==> src/rtl/irqPkg.sv <==
package irqPkg;
  localparam int NUM_SRC    = 5;
  localparam int ENABLE_W   = 8;
  localparam int GLOBAL_BIT = 7;
  localparam int VEC_W      = 12;
  localparam int VEC_BASE   = 3;
  localparam int VEC_STRIDE = 8;

  typedef enum logic {ST_IDLE, ST_SERVICE} ctrlState_t;

  typedef struct packed {
    logic latchVec;
    logic clearSrc;
  } ctrlStrobe_t;
endpackage

==> src/rtl/irqDatapath.sv <==
module irqDatapath
  import irqPkg::*;
#(
  parameter int N_SRC  = NUM_SRC,
  parameter int EN_W   = ENABLE_W,
  parameter int G_BIT  = GLOBAL_BIT,
  parameter int V_W    = VEC_W,
  parameter int V_BASE = VEC_BASE,
  parameter int V_STEP = VEC_STRIDE
) (
  input  logic             clk,
  input  logic             rstN,
  input  logic             enWrite,
  input  logic [EN_W-1:0]  enWdata,
  input  logic [N_SRC-1:0] srcPending,
  input  ctrlStrobe_t      strobe,
  output logic [EN_W-1:0]  enReg,
  output logic             anyEligible,
  output logic [V_W-1:0]   vecAddr,
  output logic [N_SRC-1:0] activeSrc
);
  localparam logic [EN_W-1:0] KEEP_MASK =
    EN_W'((1 << N_SRC) - 1) | (EN_W'(1) << G_BIT);

  logic [N_SRC-1:0] eligible;
  logic [N_SRC-1:0] winner;
  logic [N_SRC-1:0] higherSeen;
  int               winIdx;

  always_ff @(posedge clk or negedge rstN) begin
    if (!rstN) enReg <= '0;
    else if (enWrite) enReg <= enWdata & KEEP_MASK;
  end

  assign eligible    = srcPending & enReg[N_SRC-1:0] & {N_SRC{enReg[G_BIT]}};
  assign anyEligible = |eligible;

  assign higherSeen[0] = 1'b0;
  assign winner[0]     = eligible[0];
  for (genvar i = 1; i < N_SRC; i++) begin : g_prio
    assign higherSeen[i] = higherSeen[i-1] | eligible[i-1];
    assign winner[i]     = eligible[i] & ~higherSeen[i];
  end

  always_comb begin
    winIdx = 0;
    for (int k = N_SRC - 1; k >= 0; k--) begin
      if (winner[k]) winIdx = k;
    end
  end

  always_ff @(posedge clk or negedge rstN) begin
    if (!rstN) begin
      vecAddr   <= '0;
      activeSrc <= '0;
    end else if (strobe.latchVec) begin
      vecAddr   <= V_W'(V_BASE + V_STEP * winIdx);
      activeSrc <= winner;
    end else if (strobe.clearSrc) begin
      activeSrc <= '0;
    end
  end
endmodule

==> src/rtl/irqControl.sv <==
module irqControl
  import irqPkg::*;
(
  input  logic        clk,
  input  logic        rstN,
  input  logic        anyEligible,
  input  logic        cpuAck,
  input  logic        cpuReti,
  output logic        cpuReq,
  output logic        inService,
  output ctrlStrobe_t strobe
);
  ctrlState_t state;

  assign cpuReq          = (state == ST_IDLE) && anyEligible;
  assign inService       = (state == ST_SERVICE);
  assign strobe.latchVec = cpuReq && cpuAck;
  assign strobe.clearSrc = inService && cpuReti;

  always_ff @(posedge clk or negedge rstN) begin
    if (!rstN) state <= ST_IDLE;
    else if (strobe.latchVec) state <= ST_SERVICE;
    else if (strobe.clearSrc) state <= ST_IDLE;
  end
endmodule

==> src/rtl/irq_prio_ctrl.sv <==
module irq_prio_ctrl
  import irqPkg::*;
(
  input  logic                clk,
  input  logic                rstN,
  input  logic                enWrite,
  input  logic [ENABLE_W-1:0] enWdata,
  output logic [ENABLE_W-1:0] enRdata,
  input  logic [NUM_SRC-1:0]  srcPending,
  output logic                cpuReq,
  input  logic                cpuAck,
  input  logic                cpuReti,
  output logic [VEC_W-1:0]    vecAddr,
  output logic [NUM_SRC-1:0]  activeSrc,
  output logic                inService
);
  ctrlStrobe_t strobe;
  logic        anyEligible;

  irqDatapath u_dp (
    .clk(clk), .rstN(rstN), .enWrite(enWrite), .enWdata(enWdata),
    .srcPending(srcPending), .strobe(strobe), .enReg(enRdata),
    .anyEligible(anyEligible), .vecAddr(vecAddr), .activeSrc(activeSrc)
  );

  irqControl u_ctl (
    .clk(clk), .rstN(rstN), .anyEligible(anyEligible), .cpuAck(cpuAck),
    .cpuReti(cpuReti), .cpuReq(cpuReq), .inService(inService), .strobe(strobe)
  );
endmodule

==> config.mk <==
export PLATFORM = sky130hd
export DESIGN_NAME = irq_prio_ctrl
export DESIGN_NICKNAME = d
export VERILOG_FILES = /design/src/rtl/irqPkg.sv /design/src/rtl/irqDatapath.sv /design/src/rtl/irqControl.sv /design/src/rtl/irq_prio_ctrl.sv
export SDC_FILE = /design/constraint.sdc
export NUM_CORES = 1
export LEC_CHECK = 0
export ABC_AREA = 1
export CAP_MARGIN = 20
export CORE_ASPECT_RATIO = 0.9
export CORE_UTILIZATION = 30
export CTS_CLUSTER_DIAMETER = 50
export DETAILED_ROUTE_END_ITERATION = 8
export PLACE_DENSITY = 0.65
export SKIP_CTS_REPAIR_TIMING = 1
export SYNTH_ARGS = -nofsm -noshare
export SYNTH_HDL_FRONTEND = slang
export SYNTH_SLANG_ARGS = --single-unit
==> constraint.sdc <==
create_clock -name clk -period 1.7 [get_ports clk]
set_input_delay 0.34 -clock clk [delete_from_list [all_inputs] [get_ports clk]]
set_output_delay 0.34 -clock clk [all_outputs]
set_load 0.01 [all_outputs]
==> impl_metrics.toml <==
[outcome]
status = "finished, final reports clean"

[detailed_routing]
vias = 686
drt_pass1_iterations = 1
routedWlPerCell_um = 11.0
totalWireLength_um = 1670
drt-initial-drc-count = 0
viasPerCell = 4.51
drc_errors = 0
ant_nets = 0

[worst_setup_path]
cp.required_ns = 1.36
startpoint_type = "primary input"
regToRegSetupSlack_ns = 0.30
slowest_stage = "clkdlybuf4s50_1"
slowest_delay_ns = 0.45
arrival_ns = 1.31
crit_type = "primary input to primary output"
worst-path-max-fanout = 2
crit_chain = "clkdlybuf4s50_1 -> nand3_1 -> nand2_2 -> nor2_4 -> a21oi_4 -> buf_6"
end_kind = "primary output"

[sta]
min_period_ns = 1.65
finalCritPeriodShare_pct = 96.8
grt_setup_unrepaired = "no"
maxSlewViolCount = 0
fin_worst_skew_ns = 0.00858
report.final.hold_viol_count = 0
fmax_ghz = 0.608
setup_viol = 0

[global_route]
grt_pass1_vias = 645
grt_antenna_before_repair = 0
grt_max_degree = 17
grt_pass1_wl_um = 2730
grt_use_total_pct = 12.6
overflow = 0

[logic_synthesis]
yosysTopAreaCellShare_pct = 50.2
synthAdderAreaFrac_pct = 0
synth_top_family_by_area = "simple AND/OR/NAND/NOR gates"
synth_compound_area_share_pct = 4.87
yosys.area_share.simple_pct = 23.2
synth_xor_area_share_pct = 0
yosysTopAreaCell = "dfrtp_1"
synthMuxAreaShare_pct = 8.48
ys_ff_latch = 16
yosys_warnings = 0
synthesis.area_sq_um = 797
synth_seq_area_share_pct = 50.2
netlist_top_cells_area = "dfrtp_1 (50%), nand3_1 (10%), buf_4 (9.4%)"
syn_inst = 80
ys_types = 17
syn_avg_cell_area_sq_um = 9.96

[layout]
mostFrequentLayoutCell = "clkdlybuf4s50_1"
stdcell_count = 152
nNetsFinal = 144
layout_common_cells = "clkdlybuf4s50_1 (30), nand3_1 (14), dfrtp_1 (14), buf_4 (12), nand2_1 (11)"
area_growth_pct = 54.8
utilization_pct = 49.6
antennaDiodeCount = 0
drive_gt1_share_pct = 27.4

[clock_tree]
cts_tree = "yes"
clk_latency_ns = 0.28
clockBufferDepth = 2
htree_levels = 1
clkTransAtPathRegs_ns = 0.09
cts.sinks = 16
clockRootBuffer = "clkbuf_4"
cts_buffers = 3

[floorplanning]
dieArea_sq_um = 2870
die_h_um = 50.9
fp.dieW_um = 56.3
core_area_sq_um = 2490
start_util_pct = 32.0
io_pins = 45
rows = 17

[placement]
io_buffers = 33
dpl.hpwl_um = 1340
dp_cells = 148
routabilityCongestion = 0.835

[worst_hold_path]
hold_class = "primary input to async pin"

[pwr]
power_leakage_nw = 0.599
powerDensity_nw_per_um2 = 828
peakVddDrop_mv = 0.457

[flow_run]
cap_violations = 0
## metal layers
metal,vias up,global-route usage [%],wire length (um)
met5,-,0,0
met4,0,6.10,10
met3,2,3.04,113
met2,34,23.2,840
met1,317,13.6,709
li1,333,-,-
## worst max-delay path: cells and delay by family
family	cells	cell delay (ns)
AO/OA/AOI/OAI	1	0.13
buffers and inverters	2	0.57
AND/OR/NAND/NOR	3	0.27
## synthesized netlist by cell type
cell	count
dfrtp_1	16
nand3_1	16
nand2_1	11
buf_4	10
mux2_2	6
nor2_1	5
inv_1	3
nand2_2	3
o21ai_2	2
a21oi_4	1
buf_6	1
clkbuf_1	1
conb_1	1
nand3_2	1
nor2_4	1
nor3_1	1
o21ai_0	1
## path summary, 6_finish.rpt
| check | cells past startpoint | startpoint | to |
|---|---|---|---|
| hold reg to reg | 2 | u_dp.vecAddr[5] | u_dp.vecAddr[5] |
| setup / recovery | 6 | srcPending[2] | cpuReq |
| hold / removal | 2 | rstN | u_dp.enReg[2] |
| min in group clk | 2 | u_dp.vecAddr[5] | u_dp.vecAddr[5] |
| setup reg to reg | 8 | u_dp.enReg[7] | u_dp.vecAddr[4] |
| max in group asynchronous | 2 | rstN | u_ctl.inService |
## registers in the layout, summed over array words and instances, names as in the netlist
signal,count
u_dp.vecAddr,4
u_dp.enReg,6
u_ctl.inService,1
u_dp.activeSrc,5
## where the power goes
group          internal, mW  switching [mW]
combinational         0.203           0.153
sequential            0.430          0.0410
clock                0.0821           0.113
total                 0.715           0.307
## kinds of logic after synthesis
family / count (synthesis)
simple gates: 38
mux: 6
other cells: 1
compound gates: 4
buf+inv: 15
flops: 16
## stage by stage
stage | hold WS (ns) | TNS (ns) | power (mW) | area (sq um) | setup slack [ns]
3_5_place_dp | 0.477 | -1.19 | 0.829 | 1180 | -0.395
3_3_place_gp | 0.469 | -0.884 | 0.823 | 1180 | -0.370
4_1_cts | 0.369 | -0.444 | 1.03 | 1210 | -0.398
2_1_floorplan | 0.0444 | 0 | 0.638 | 827 | 0.396
5_1_grt | 0.384 | 0 | 1.08 | 1230 | 0.00335
6_report | 0.364 | 0 | 1.02 | 1230 | 0.0544
## area by class of cell
class                      instances  area [sq um]
fill                             240          1250
sequential                        16           403
tap                               28          35.0
inverter                           3          11.3
timing repair buffer              45           427
multi-input combinational         57           335
clock buffer                       3          22.5
Note: power is estimated with default switching activity, not from simulation.
